$ cat config.mk
export PLATFORM = sky130hd
export DESIGN_NAME = dmac_ctrl_regs
export DESIGN_NICKNAME = d
export VERILOG_FILES = /design/src/rtl/dmac_pkg.sv /design/src/rtl/dmac_w1c_reg.sv /design/src/rtl/dmac_chan_tab.sv /design/src/rtl/dmac_ctrl_regs.sv
export SDC_FILE = /design/constraint.sdc
export NUM_CORES = 1
export LEC_CHECK = 0
export ABC_AREA = 1
export BUFFER_PORTS_ARGS = -buffer_cell sky130_fd_sc_hd__buf_2
export CAP_MARGIN = 30
export CORE_AREA = 2 2 199 201
export CTS_BUF_LIST = sky130_fd_sc_hd__clkbuf_16
export DETAILED_ROUTE_END_ITERATION = 8
export DIE_AREA = 0 0 201 203
export HOLD_SLACK_MARGIN = 0.02
export PLACE_DENSITY = 0.71
export REMOVE_ABC_BUFFERS = 1
export SLEW_MARGIN = 30
export SYNTH_ARGS = -nofsm -noshare
export SYNTH_HDL_FRONTEND = slang
export SYNTH_HIERARCHICAL = 1
export SYNTH_SLANG_ARGS = --single-unit
export TNS_END_PERCENT = 1
$ cat constraint.sdc
create_clock -name clk -period 5.27 [get_ports clk]
set_clock_uncertainty 0.1 [all_clocks]
set_input_delay 0.7905 -clock clk [delete_from_list [all_inputs] [get_ports clk]]
set_output_delay 0.7905 -clock clk [all_outputs]
set_load 0.005 [all_outputs]
$ cat src/rtl/dmac_pkg.sv
package dmac_pkg;

  localparam int DW = 32;
  localparam int AW = 10;
  localparam int SIZE_W = 8;
  localparam int NIRQ = 4;

  // word addresses of the single registers
  localparam logic [AW-1:0] ADR_CFG     = 10'h180;
  localparam logic [AW-1:0] ADR_ERR     = 10'h181;
  localparam logic [AW-1:0] ADR_IEN     = 10'h182;
  localparam logic [AW-1:0] ADR_TXA_SET = 10'h184;
  localparam logic [AW-1:0] ADR_TXA_CLR = 10'h185;
  localparam logic [AW-1:0] ADR_TX_EOB  = 10'h186;
  localparam logic [AW-1:0] ADR_TX_DERR = 10'h187;
  localparam logic [AW-1:0] ADR_RXA_SET = 10'h190;
  localparam logic [AW-1:0] ADR_RXA_CLR = 10'h191;
  localparam logic [AW-1:0] ADR_RX_EOB  = 10'h192;
  localparam logic [AW-1:0] ADR_RX_DERR = 10'h193;

  // table window bases
  localparam int TX_PTR_BASE = 'h1A0;
  localparam int RX_PTR_BASE = 'h1C0;
  localparam int RX_SZ_BASE  = 'h1E0;

  // field keep masks and reset values
  localparam logic [DW-1:0] CFG_KEEP  = 32'h00FF_C087;
  localparam logic [DW-1:0] CFG_INIT  = 32'h0007_C000;
  localparam logic [DW-1:0] IEN_KEEP  = 32'h0000_001F;
  localparam logic [DW-1:0] TXA_KEEP  = 32'hF000_0000;
  localparam logic [DW-1:0] RXA_KEEP  = 32'hC000_0000;
  localparam int            SRST_BIT  = 31;

  // interrupt line positions
  localparam int IRQ_TX_EOB = 0;
  localparam int IRQ_RX_EOB = 1;
  localparam int IRQ_DERR   = 2;
  localparam int IRQ_ERR    = 3;

endpackage

$ cat src/rtl/dmac_w1c_reg.sv
module dmac_w1c_reg #(
  parameter int W     = 32,
  parameter int SET_W = 32
) (
  input  logic             clk,
  input  logic             rst_n,
  input  logic             soft_clr,
  input  logic             wr_en,
  input  logic [W-1:0]     wdata,
  input  logic [SET_W-1:0] set_i,
  output logic [W-1:0]     q
);

  logic [W-1:0] set_ext;
  logic [W-1:0] q_nxt;
  logic         q_en;

  assign set_ext = W'(set_i);

  // next state: clear first, data-path set last so it wins
  always_comb begin
    q_nxt = q;
    if (soft_clr) begin
      q_nxt = '0;
    end else if (wr_en) begin
      q_nxt = q & ~wdata;
    end
    q_nxt = q_nxt | set_ext;
  end

  assign q_en = soft_clr | wr_en | (|set_ext);

  always_ff @(posedge clk or negedge rst_n) begin
    if (!rst_n) begin
      q <= '0;
    end else if (q_en) begin
      q <= q_nxt;
    end
  end

  AST_SET_STICKS: assert property (@(posedge clk) disable iff (!rst_n)
    (|set_ext) |=> ((q & $past(set_ext)) == $past(set_ext)));

  AST_W1C_CLEARS: assert property (@(posedge clk) disable iff (!rst_n)
    (wr_en && !soft_clr) |=> ((q & $past(wdata) & ~$past(set_ext)) == '0));

  AST_SOFT_CLEARS: assert property (@(posedge clk) disable iff (!rst_n)
    soft_clr |=> ((q & ~$past(set_ext)) == '0));

endmodule

$ cat src/rtl/dmac_chan_tab.sv
module dmac_chan_tab #(
  parameter int AW    = 10,
  parameter int W     = 32,
  parameter int DEPTH = 4,
  parameter int BASE  = 'h1A0
) (
  input  logic          clk,
  input  logic          wr_en,
  input  logic [AW-1:0] addr,
  input  logic [W-1:0]  wdata,
  output logic          hit,
  output logic [W-1:0]  rdata
);

  localparam int IW = (DEPTH > 1) ? $clog2(DEPTH) : 1;

  logic [AW-1:0] off;
  logic [IW-1:0] idx;
  logic [W-1:0]  ent_q [DEPTH];

  assign off = addr - AW'(BASE);
  assign hit = (addr >= AW'(BASE)) && (off < AW'(DEPTH));
  assign idx = off[IW-1:0];

  // entries carry no reset: contents survive any reset of the block
  for (genvar g = 0; g < DEPTH; g++) begin : g_ent
    logic ent_en;
    assign ent_en = wr_en && hit && (idx == IW'(g));
    always_ff @(posedge clk) begin
      if (ent_en) begin
        ent_q[g] <= wdata;
      end
    end
  end

  always_comb begin
    rdata = '0;
    for (int i = 0; i < DEPTH; i++) begin
      if (hit && (idx == IW'(i))) begin
        rdata = ent_q[i];
      end
    end
  end

endmodule

$ cat src/rtl/dmac_ctrl_regs.sv
module dmac_ctrl_regs
  import dmac_pkg::*;
#(
  parameter int TX_CH = 4,
  parameter int RX_CH = 2
) (
  input  logic             clk,
  input  logic             rst_n,
  input  logic             reg_wr,
  input  logic [AW-1:0]    reg_addr,
  input  logic [DW-1:0]    reg_wdata,
  output logic [DW-1:0]    reg_rdata,
  input  logic [DW-1:0]    err_set,
  input  logic [TX_CH-1:0] tx_eob_set,
  input  logic [TX_CH-1:0] tx_derr_set,
  input  logic [RX_CH-1:0] rx_eob_set,
  input  logic [RX_CH-1:0] rx_derr_set,
  output logic [NIRQ-1:0]  irq
);

  // ---------------- decode ----------------
  logic wr_cfg, wr_err, wr_ien, wr_txas, wr_txar, wr_rxas, wr_rxar;
  logic wr_txeob, wr_txde, wr_rxeob, wr_rxde, soft_rst;

  assign wr_cfg   = reg_wr && (reg_addr == ADR_CFG);
  assign wr_err   = reg_wr && (reg_addr == ADR_ERR);
  assign wr_ien   = reg_wr && (reg_addr == ADR_IEN);
  assign wr_txas  = reg_wr && (reg_addr == ADR_TXA_SET);
  assign wr_txar  = reg_wr && (reg_addr == ADR_TXA_CLR);
  assign wr_txeob = reg_wr && (reg_addr == ADR_TX_EOB);
  assign wr_txde  = reg_wr && (reg_addr == ADR_TX_DERR);
  assign wr_rxas  = reg_wr && (reg_addr == ADR_RXA_SET);
  assign wr_rxar  = reg_wr && (reg_addr == ADR_RXA_CLR);
  assign wr_rxeob = reg_wr && (reg_addr == ADR_RX_EOB);
  assign wr_rxde  = reg_wr && (reg_addr == ADR_RX_DERR);
  assign soft_rst = wr_cfg && reg_wdata[SRST_BIT];

  // ---------------- control words ----------------
  logic [DW-1:0] cfg_q, cfg_nxt;
  logic [DW-1:0] ien_q, ien_nxt;
  logic [DW-1:0] txas_q, txas_nxt, txar_q, txar_nxt;
  logic [DW-1:0] rxas_q, rxas_nxt, rxar_q, rxar_nxt;
  logic          ctl_en;

  always_comb begin
    cfg_nxt  = cfg_q;
    ien_nxt  = ien_q;
    txas_nxt = txas_q;
    txar_nxt = txar_q;
    rxas_nxt = rxas_q;
    rxar_nxt = rxar_q;
    if (soft_rst) begin
      ien_nxt  = '0;
      txas_nxt = '0;
      txar_nxt = '0;
      rxas_nxt = '0;
      rxar_nxt = '0;
    end
    if (wr_cfg)  cfg_nxt  = reg_wdata & CFG_KEEP;
    if (wr_ien)  ien_nxt  = reg_wdata & IEN_KEEP;
    if (wr_txas) txas_nxt = reg_wdata & TXA_KEEP;
    if (wr_txar) txar_nxt = reg_wdata & TXA_KEEP;
    if (wr_rxas) rxas_nxt = reg_wdata & RXA_KEEP;
    if (wr_rxar) rxar_nxt = reg_wdata & RXA_KEEP;
  end

  assign ctl_en = wr_cfg | wr_ien | wr_txas | wr_txar | wr_rxas | wr_rxar;

  always_ff @(posedge clk or negedge rst_n) begin
    if (!rst_n) begin
      cfg_q  <= CFG_INIT;
      ien_q  <= '0;
      txas_q <= '0;
      txar_q <= '0;
      rxas_q <= '0;
      rxar_q <= '0;
    end else if (ctl_en) begin
      cfg_q  <= cfg_nxt;
      ien_q  <= ien_nxt;
      txas_q <= txas_nxt;
      txar_q <= txar_nxt;
      rxas_q <= rxas_nxt;
      rxar_q <= rxar_nxt;
    end
  end

  // ---------------- status words ----------------
  logic [DW-1:0] err_q, txeob_q, txde_q, rxeob_q, rxde_q;

  dmac_w1c_reg #(.W(DW), .SET_W(DW)) u_err (
    .clk(clk), .rst_n(rst_n), .soft_clr(soft_rst), .wr_en(wr_err),
    .wdata(reg_wdata), .set_i(err_set), .q(err_q));

  dmac_w1c_reg #(.W(DW), .SET_W(TX_CH)) u_txeob (
    .clk(clk), .rst_n(rst_n), .soft_clr(soft_rst), .wr_en(wr_txeob),
    .wdata(reg_wdata), .set_i(tx_eob_set), .q(txeob_q));

  dmac_w1c_reg #(.W(DW), .SET_W(TX_CH)) u_txde (
    .clk(clk), .rst_n(rst_n), .soft_clr(soft_rst), .wr_en(wr_txde),
    .wdata(reg_wdata), .set_i(tx_derr_set), .q(txde_q));

  dmac_w1c_reg #(.W(DW), .SET_W(RX_CH)) u_rxeob (
    .clk(clk), .rst_n(rst_n), .soft_clr(soft_rst), .wr_en(wr_rxeob),
    .wdata(reg_wdata), .set_i(rx_eob_set), .q(rxeob_q));

  dmac_w1c_reg #(.W(DW), .SET_W(RX_CH)) u_rxde (
    .clk(clk), .rst_n(rst_n), .soft_clr(soft_rst), .wr_en(wr_rxde),
    .wdata(reg_wdata), .set_i(rx_derr_set), .q(rxde_q));

  // ---------------- channel tables ----------------
  logic              txp_hit, rxp_hit, rxs_hit;
  logic [DW-1:0]     txp_rd, rxp_rd;
  logic [SIZE_W-1:0] rxs_rd;

  dmac_chan_tab #(.AW(AW), .W(DW), .DEPTH(TX_CH), .BASE(TX_PTR_BASE)) u_txptr (
    .clk(clk), .wr_en(reg_wr), .addr(reg_addr), .wdata(reg_wdata),
    .hit(txp_hit), .rdata(txp_rd));

  dmac_chan_tab #(.AW(AW), .W(DW), .DEPTH(RX_CH), .BASE(RX_PTR_BASE)) u_rxptr (
    .clk(clk), .wr_en(reg_wr), .addr(reg_addr), .wdata(reg_wdata),
    .hit(rxp_hit), .rdata(rxp_rd));

  dmac_chan_tab #(.AW(AW), .W(SIZE_W), .DEPTH(RX_CH), .BASE(RX_SZ_BASE)) u_rxsz (
    .clk(clk), .wr_en(reg_wr), .addr(reg_addr), .wdata(reg_wdata[SIZE_W-1:0]),
    .hit(rxs_hit), .rdata(rxs_rd));

  // ---------------- read mux ----------------
  always_comb begin
    unique case (reg_addr)
      ADR_CFG:     reg_rdata = cfg_q;
      ADR_ERR:     reg_rdata = err_q;
      ADR_IEN:     reg_rdata = ien_q;
      ADR_TXA_SET: reg_rdata = txas_q;
      ADR_TXA_CLR: reg_rdata = txar_q;
      ADR_TX_EOB:  reg_rdata = txeob_q;
      ADR_TX_DERR: reg_rdata = txde_q;
      ADR_RXA_SET: reg_rdata = rxas_q;
      ADR_RXA_CLR: reg_rdata = rxar_q;
      ADR_RX_EOB:  reg_rdata = rxeob_q;
      ADR_RX_DERR: reg_rdata = rxde_q;
      default: begin
        if (txp_hit)      reg_rdata = txp_rd;
        else if (rxp_hit) reg_rdata = rxp_rd;
        else if (rxs_hit) reg_rdata = DW'(rxs_rd);
        else              reg_rdata = '0;
      end
    endcase
  end

  // ---------------- interrupts ----------------
  always_comb begin
    irq             = '0;
    irq[IRQ_TX_EOB] = ien_q[IRQ_TX_EOB] && (|txeob_q);
    irq[IRQ_RX_EOB] = ien_q[IRQ_RX_EOB] && (|rxeob_q);
    irq[IRQ_DERR]   = ien_q[IRQ_DERR]   && ((|txde_q) || (|rxde_q));
    irq[IRQ_ERR]    = ien_q[IRQ_ERR]    && (|err_q);
  end

  // ---------------- assertions ----------------
  AST_CFG_KEEP: assert property (@(posedge clk) disable iff (!rst_n)
    ((cfg_q & ~CFG_KEEP) == '0));

  AST_SOFT_RST_IEN: assert property (@(posedge clk) disable iff (!rst_n)
    soft_rst |=> (ien_q == '0 && txas_q == '0 && rxar_q == '0));

  AST_IEN_FIELD: assert property (@(posedge clk) disable iff (!rst_n)
    ((ien_q & ~IEN_KEEP) == '0 && (rxas_q & ~RXA_KEEP) == '0));

  AST_UNMAPPED_ZERO: assert property (@(posedge clk) disable iff (!rst_n)
    (reg_addr == 10'h183) |-> (reg_rdata == '0));

  AST_IRQ_NEEDS_EN: assert property (@(posedge clk) disable iff (!rst_n)
    (|irq) |-> (|ien_q[NIRQ-1:0]));

endmodule

==> results of run 1 <==
-- routing by layer --
layer  track usage  vias up
met5             0        -
met4         0.106        2
met3        0.0456      146
met2         0.446      838
met1         0.386     7607
li1              -     7136
-- power breakdown --
part	switching [mW]	leakage, nW	internal, mW
Clock	1.23	0.693	1.68
Sequential	0.00305	4.27	3.29
Combinational	0.203	4.39	0.0479
Total	1.43	9.35	5.02
-- flip-flops by register name, summed over array words and instances, names as in the netlist --
name	cells
u_txeob/q	32
rxar_q	2
ien_q	5
u_err/q	32
u_rxde/q	32
u_rxptr/ent_q	64
rxas_q	2
u_txptr/ent_q	128
cfg_q	14
txar_q	4
u_rxeob/q	32
u_rxsz/ent_q	16
u_txde/q	32
txas_q	4
-- path summary, 6_finish.rpt --
path	startpoint	to	slack, ps	cells past startpoint
worst min register to register	cfg_q[14]	cfg_q[14]	370	2
worst max-delay path	reg_addr[6]	reg_rdata[31]	740	14
max in group asynchronous	rst_n	cfg_q[14]	3700	2
worst min-delay path	rst_n	u_err/q[29]	230	1
worst max register to register	u_err/q[31]	u_err/q[31]	4410	2
min in group clk	err_set[19]	u_err/q[19]	320	3
-- layout make-up --
| class | instances | area [µm²] |
|---|---|---|
| fillers | 3364 | 17100 |
| flip-flops and latches | 399 | 11000 |
| multi-input cells | 1373 | 6690 |
| clock buffers | 45 | 1130 |
| repair buffers | 160 | 985 |
| well taps | 518 | 648 |
| inverters | 170 | 638 |
| clock inverters | 33 | 218 |
-- cells in the final DEF (no fill, tap or decap), types with 13 or more instances in the layout --
master	instances
clkbuf_16	45
o21ai_1	14
edfxtp_1	208
nor4_1	30
nand3_1	263
nor2_1	73
nand2_1	637
buf_4	31
inv_1	169
a21oi_1	60
dfrtp_1	186
a22o_1	24
nand4_1	66
a21oi_2	60
buf_2	123
o21ai_0	70
nor2_2	14
clkinv_1	13
nand3_2	14
-- through the flow --
step                      TNS (ps)  area [µm²]  setup slack (ps)   util  power (mW)
after global placement           0       19900               920  0.517        3.60
after detailed placement         0       20000               887  0.519        3.61
after floorplan             -53920       18300             -1020      -        3.42
final                            0       21300               736  0.555        6.45
after global routing             0       21300               555  0.555        6.61
after CTS                        0       21300               869  0.554        6.46
-- worst reg2reg max path: stages, from the launching register on --
cell	delay, ps
dfrtp_1	440
nand3_1	150
nand2_1	60
-- cell families after synthesis --
family	count (synthesis)
AND/OR/NAND/NOR	1134
adder cells (fa/ha/maj)	2
AO/OA/AOI/OAI	237
buffers and inverters	280
flip-flops	399
==> summary.txt, run 1 <==
Outcome
  • Status: finished, final reports clean

Setup path
  • Max FO, Critical Path: 24
  • Startpoint Class: primary input
  • Crit. End Element: primary output
  • Worst Path Required: 4380 ps
  • Arrival time worst endpoint: 3640 ps
  • Setup Crit Path Kind: primary input to primary output
  • Worst path cell trace: buf_2 > inv_1 > ha_1 > nand3_1 > nor2_2 > nand2_2 > nor2_8 > inv_1 > nand2_1 > clkinv_1 > a22o_1 > nand3_1 > nand4_1 > buf_2
  • Worst Path Buf+Inv: 5
  • Max incr delay on CP: 690 ps
  • Slowest CP cell: clkinv_1
  • Crit path max-delay family: buffers and inverters

STA
  • Worst slew margin: 0.342
  • Minimum clock period: 4530 ps
  • Worst-Margin Slew: 980 ps
  • Hold WS: 227 ps
  • Unrepaired setup endpoints after global routing: no
  • Post-route clock period utilization: 0.860
  • Slew Limit Fails: 0
  • Endpoints failing setup: 0
  • Fin. Hold Viols: 0
  • Max Freq: 0.221 GHz

Detailed routing
  • Initial drt markers: 1692
  • Via count: 15700
  • WL/cell: 21.1 µm
  • Post-Route WL: 56.9 mm
  • Drt pass-1 iters: 6
  • DRC Markers: 0
  • Top sig layer: met5
  • Remaining antenna violation count: 0
  • Met3 Routed Length: 5.02 mm
  • Routed metal-1 wire length: 23.2 mm
  • Met2 wire len: 26.6 mm
  • Vias per cell: 5.83

Place
  • DP Wirelength: 37.8 mm
  • Buffers on Ports: 124
  • Dpl cells: 2619
  • Final Wtd Congestion: 0.931

Synth
  • Multiplexer area fraction after synthesis: 0
  • Area share of and/or/nand/nor cells after synthesis: 0.265
  • Library cells used by synthesis: 33
  • Synth area leaders: edfxtp_1 33%, dfrtp_1 24%, nand2_1 13%
  • YS warnings: 6
  • Sequential share of the synthesized area: 0.578
  • FFs w/ async S/R, synth: 0.479
  • Most frequent cells after synthesis: 637 x nand2_1, 263 x nand3_1, 208 x edfxtp_1, 186 x dfrtp_1, 160 x inv_1
  • Synth Area in Adders: 0.00131
  • Share of the synthesized area in the top cell type: 0.328
  • Cell with the most instances after synthesis: nand2_1
  • Combinational family with the most area after synthesis: simple AND/OR/NAND/NOR gates
  • Yosys top cell by area: edfxtp_1
  • Synth Area in XOR/XNOR: 0
  • Main synth FF type: edfxtp_1
  • Syn_area_per_cell: 9.29 µm²
  • Yosys reg bits: 399
  • Synth Instances: 2052
  • Post-synth EDFFs: 208
  • Synth Cell Area: 19100 µm²
  • Synth Area in Compound Gates: 0.0800

Clock tree
  • CTS Buffer Depth: 3
  • Cts hold-fix bufs: 0
  • CTS Buf Count: 42
  • Setup Fix Bufs, Post-CTS: 0
  • Resized Gates After CTS: 0
  • Skew-Pair Late Insertion Delay: 540 ps
  • Clock-pin slew on the worst setup and hold paths: 60 ps
  • Clock sink count: 399
  • CTS tree: done
  • H-tree depth: 2
  • CTS root buf: clkbuf_16

Hold path
  • Worst hold path type: primary input to asynchronous set/reset pin

Flow run
  • Max_cap viols: 0

Die
  • Starting Density: 0.496
  • Die H: 203 µm
  • Row cnt: 72
  • Die Width: 201 µm
  • Die ar.: 40800 µm²
  • I/O pin cnt: 125
  • CORE AREA: 38500 µm²

Global routing
  • Grt ovf: 0
  • Initial antenna violation count: 2
  • Vias in the first global route: 14900
  • Global-route wire length before repair: 87.9 mm
  • Largest net degree at the start of global routing: 107
  • All-Layer GR Usage: 0.279

Cells and area
  • Nets: 2237
  • Layout cell share with drive strength beyond 1: 0.158
  • Ant diodes: 0
  • Layout overhead on the synthesized area: 11.9%
  • Post-route insts no fill: 2698

Power
  • Static Leakage: 9.35 nW
  • Pwr dens: 302 nW/µm²
  • Worst vdd ir: 267 µV
Note: power is estimated with default switching activity, not from simulation.
==> inputs of run 2 (changes only) <==
--- a/config.mk
+++ b/config.mk
@@ -5,13 +5,13 @@
 export SDC_FILE = /design/constraint.sdc
 export NUM_CORES = 1
 export LEC_CHECK = 0
-export ABC_AREA = 1
 export BUFFER_PORTS_ARGS = -buffer_cell sky130_fd_sc_hd__buf_2
 export CAP_MARGIN = 30
-export CORE_AREA = 2 2 199 201
+export CORE_AREA = 2 2 196 198
 export CTS_BUF_LIST = sky130_fd_sc_hd__clkbuf_16
 export DETAILED_ROUTE_END_ITERATION = 8
-export DIE_AREA = 0 0 201 203
+export DIE_AREA = 0 0 198 200
+export GPL_ROUTABILITY_DRIVEN = 0
 export HOLD_SLACK_MARGIN = 0.02
 export PLACE_DENSITY = 0.71
 export REMOVE_ABC_BUFFERS = 1
==> run 2 against run 1 <==
  * Power down 1.7%
  * Flip-flop and latch count unchanged
  * Synthesized area fell by 2.5%
  * Die area is 2.9% lower
  * Sequential power about the same
  * Combinational power up 24%
  * Non-clock buffer count rose by 14
  * Clock power down 6%
  * Highest routed layer unchanged
==> summary.txt, run 2 <==
Place
  • Pre-CTS WS: 1050 ps (was 887 ps)
  • Buffers on Ports: 124 (unchanged)
  • DP Wirelength: 35.2 mm (was 37.8 mm)
  • Placed cell area: 19700 µm² (was 20000 µm²)

Detailed routing
  • Via count: 13200 (was 15700)
  • WL/cell: 26.1 µm (was 21.1 µm)
  • Vias per cell: 6.38 (was 5.83)
  • Initial drt markers: 1482 (was 1692)
  • Remaining antenna violation count: 0 (unchanged)
  • Post-Route WL: 54.1 mm (was 56.9 mm)
  • Drt pass-1 iters: 8 (was 6)
  • DRC Markers: 0 (unchanged)

Synth
  • Yosys reg bits: 399 (unchanged)
  • Synth Cell Area: 18600 µm² (was 19100 µm²)
  • Post-synth EDFFs: 208 (unchanged)
  • Cell with the most instances after synthesis: edfxtp_1 (was nand2_1)
  • Synth area leaders: edfxtp_1 34%, dfrtp_1 25%, mux2i_1 5.0% (was edfxtp_1 33%, dfrtp_1 24%, nand2_1 13%)
  • Main synth FF type: edfxtp_1 (unchanged)
  • Most frequent cells after synthesis: 208 x edfxtp_1, 190 x nand2_1, 186 x dfrtp_1, 121 x and3_1, 93 x mux2i_1 (was 637 x nand2_1, 263 x nand3_1, 208 x edfxtp_1, 186 x dfrtp_1, 160 x inv_1)
  • YS warnings: 6 (unchanged)
  • FFs w/ async S/R, synth: 0.479 (unchanged)
  • Synth Instances: 1410 (was 2052)
  • Syn_area_per_cell: 13.2 µm² (was 9.29 µm²)
  • Sequential share of the synthesized area: 0.593 (was 0.578)
  • Yosys top cell by area: edfxtp_1 (unchanged)
  • Library cells used by synthesis: 82 (was 33)
  • Share of the synthesized area in the top cell type: 0.336 (was 0.328)

Cells and area
  • Multi-input gate area: 6910 µm² (was 6690 µm²)
  • Largest register FFs: 128 (unchanged)
  • Fillers: 3022 (was 3364)
  • Commonest non-fill, non-tap cell in the layout: edfxtp_1 (was nand2_1)
  • Layout overhead on the synthesized area: 12.8% (was 11.9%)
  • Post-route cell area: 21000 µm² (was 21300 µm²)
  • Sequential cell area: 11000 µm² (unchanged)
  • Fin util: 0.561 (was 0.555)
  • Ant diodes: 0 (unchanged)
  • Leading registers by flop count: u_txptr/ent_q (128), u_rxptr/ent_q (64) (unchanged)
  • Nets: 1618 (was 2237)
  • Most frequent cells in the layout: 208 x edfxtp_1, 190 x nand2_1, 186 x dfrtp_1 (was 637 x nand2_1, 263 x nand3_1, 208 x edfxtp_1)
  • Largest register by flop count: u_txptr/ent_q (unchanged)
  • Layout cell share with drive strength beyond 1: 0.242 (was 0.158)

STA
  • Worst slew margin: 0.347 (was 0.342)
  • Post-route clock period utilization: 0.804 (was 0.860)
  • Worst-Margin Slew: 971 ps (was 980 ps)
  • Setup TNS: 0 ps (unchanged)
  • Endpoints failing setup: 0 (unchanged)
  • Setup ws final: 1030 ps (was 736 ps)
  • Slew Limit Fails: 0 (unchanged)
  • Unrepaired setup endpoints after global routing: no (unchanged)
  • Minimum clock period: 4240 ps (was 4530 ps)
  • Max Freq: 0.236 GHz (was 0.221 GHz)
  • Fin. Hold Viols: 0 (unchanged)

Clock tree
  • Cts hold-fix bufs: 0 (unchanged)
  • H-tree depth: 2 (unchanged)
  • Setup Fix Bufs, Post-CTS: 0 (unchanged)
  • CTS tree: done (unchanged)
  • Clock sink count: 399 (unchanged)
  • CTS Buffer Depth: 3 (unchanged)
  • CTS Buf Count: 43 (was 42)
  • Skew-Pair Late Insertion Delay: 540 ps (about the same)
  • Resized Gates After CTS: 0 (unchanged)
  • CTS root buf: clkbuf_16 (unchanged)
  • Clock-pin slew on the worst setup and hold paths: 60 ps (about the same)

Global routing
  • Global-route wire length before repair: 81.0 mm (was 87.9 mm)
  • Met3 Resource Use GR: 0.0554 (was 0.0456)
  • All-Layer GR Usage: 0.275 (was 0.279)
  • Largest net degree at the start of global routing: 102 (was 107)
  • Grt peak-use layer: met2 (unchanged)
  • Grt ovf: 0 (unchanged)
  • Met2 Track Usage GR: 0.436 (was 0.446)
  • Vias in the first global route: 13100 (was 14900)
  • Initial antenna violation count: 1 (was 2)
  • Met1 track demand over resource: 0.380 (was 0.386)

Setup path
  • Startpoint Class: primary input (unchanged)
  • R2R Path Start: u_err/q[31] (unchanged)
  • Worst Path Required: 4380 ps (about the same)
  • Max incr delay on CP: 690 ps (about the same)
  • Setup Crit Path Kind: primary input to primary output (unchanged)
  • Critical path's most frequent cell: buf_2
  • Slowest CP cell: or4b_2 (was clkinv_1)
  • Worst path cell trace: buf_2 > or4b_2 > nor3_1 > buf_4 > nor2b_1 > a221oi_1 > o32ai_1 > a221o_1 > buf_2 (was buf_2 > inv_1 > ha_1 > nand3_1 > nor2_2 > nand2_2 > nor2_8 > inv_1 > nand2_1 > clkinv_1 > a22o_1 > nand3_1 > nand4_1 > buf_2)
  • Crit. End Element: primary output (unchanged)
  • Max FO, Critical Path: 17 (was 24)
  • Arrival time worst endpoint: 3350 ps (was 3640 ps)
  • Crit path from: reg_addr[2] (was reg_addr[6])

Power
  • Switching share of power: 0.223 (was 0.222)
  • Clk pwr share: 0.432 (was 0.450)
  • Worst vdd ir: 206 µV (was 267 µV)
  • Sw power: 1.42 mW (was 1.43 mW)
  • Tot Pwr: 6.34 mW (was 6.45 mW)
  • Internal power: 4.93 mW (was 5.02 mW)
  • Combinational Power Share: 0.049 (was 0.039)
  • Pwr dens: 302 nW/µm² (about the same)
  • Static Leakage: 8.30 nW (was 9.35 nW)
  • Reg power frac: 0.519 (was 0.511)

Outcome
  • Status: finished, final reports clean (unchanged)

Die
  • CORE AREA: 37400 µm² (was 38500 µm²)
  • Row cnt: 71 (was 72)
  • Die H: 200 µm (was 203 µm)
  • Die ar.: 39600 µm² (was 40800 µm²)
  • Starting Density: 0.497 (was 0.496)
  • Die Width: 198 µm (was 201 µm)
  • I/O pin cnt: 125 (unchanged)

Hold path
  • Worst hold path type: primary input to asynchronous set/reset pin (unchanged)

Flow run
  • Max_cap viols: 0 (unchanged)
-- run 2: cell types whose count changed in the layout (fill, tap and decap cells not counted), moves of 65 or more --
cell and delta:
nand2_1 -447, inv_1 -136, nor2_1 -65, mux2i_1 +93, and3_1 +121, nand3_1 -254
-- run 2: layout make-up --
| cell class | count | share of cell area |
|---|---|---|
| Sequential cell | 399 | 0.526 |
| Clock inverter | 34 | 0.00710 |
| Clock buffer | 45 | 0.0537 |
| Inverter | 20 | 0.00358 |
| Timing Repair Buffer | 174 | 0.0501 |
| Tap cell | 511 | 0.0305 |
| Multi-Input combinational cell | 889 | 0.329 |
-- run 2: final timing paths --
check / end / slack [ps] / cells past startpoint
max: reg_rdata[5] / 1030 / 9
min: u_err/q[11] / 210 / 1
max reg2reg: u_err/q[31] / 4330 / 1
min reg2reg: txar_q[28] / 400 / 1
max in group asynchronous: cfg_q[16] / 3830 / 2
min in group clk: u_err/q[10] / 330 / 2
-- run 2: cells by family after synthesis --
kind of cell | count (synthesis) | share of synthesized area
mux | 166 | 0.116
xor+xnor | 1 | 0.000471
buf+inv | 122 | 0.0377
compound gates | 192 | 0.0814
fa+ha+maj | 2 | 0.00135
flops | 399 | 0.593
simple gates | 528 | 0.169
-- run 2: critical path, delay by kind of cell --
family	cells	cell delay, ps
buffers and inverters	3	600
AOI/OAI and AO/OA	3	730
and+or+nand+nor	3	1220
-- run 2: metal layers --
layer / part of all wire / vias up
li1: - / 5690
met1: 0.41 / 6686
met2: 0.46 / 720
met3: 0.092 / 129
met4: 0.035 / 2
met5: 0.00018 / -
-- run 2: per-stage QoR --
step | std cells | hold WS, ps
final | 2072 | 208
after floorplan | 1308 | 352
after global placement | 1991 | 386
after global routing | 2072 | 265
after detailed placement | 1992 | 380
after CTS | 2071 | 234
-- run 2: power groups by stage --
| stage | combinational [mW] | clock (mW) | sequential [mW] |
|---|---|---|---|
| 2_1_floorplan | 0.102 | 0 | 3.35 |
| 3_3_place_gp | 0.306 | 0 | 3.35 |
| 3_5_place_dp | 0.311 | 0 | 3.35 |
| 4_1_cts | 0.312 | 2.77 | 3.29 |
| 5_1_grt | 0.334 | 2.89 | 3.29 |
| 6_report | 0.312 | 2.74 | 3.29 |
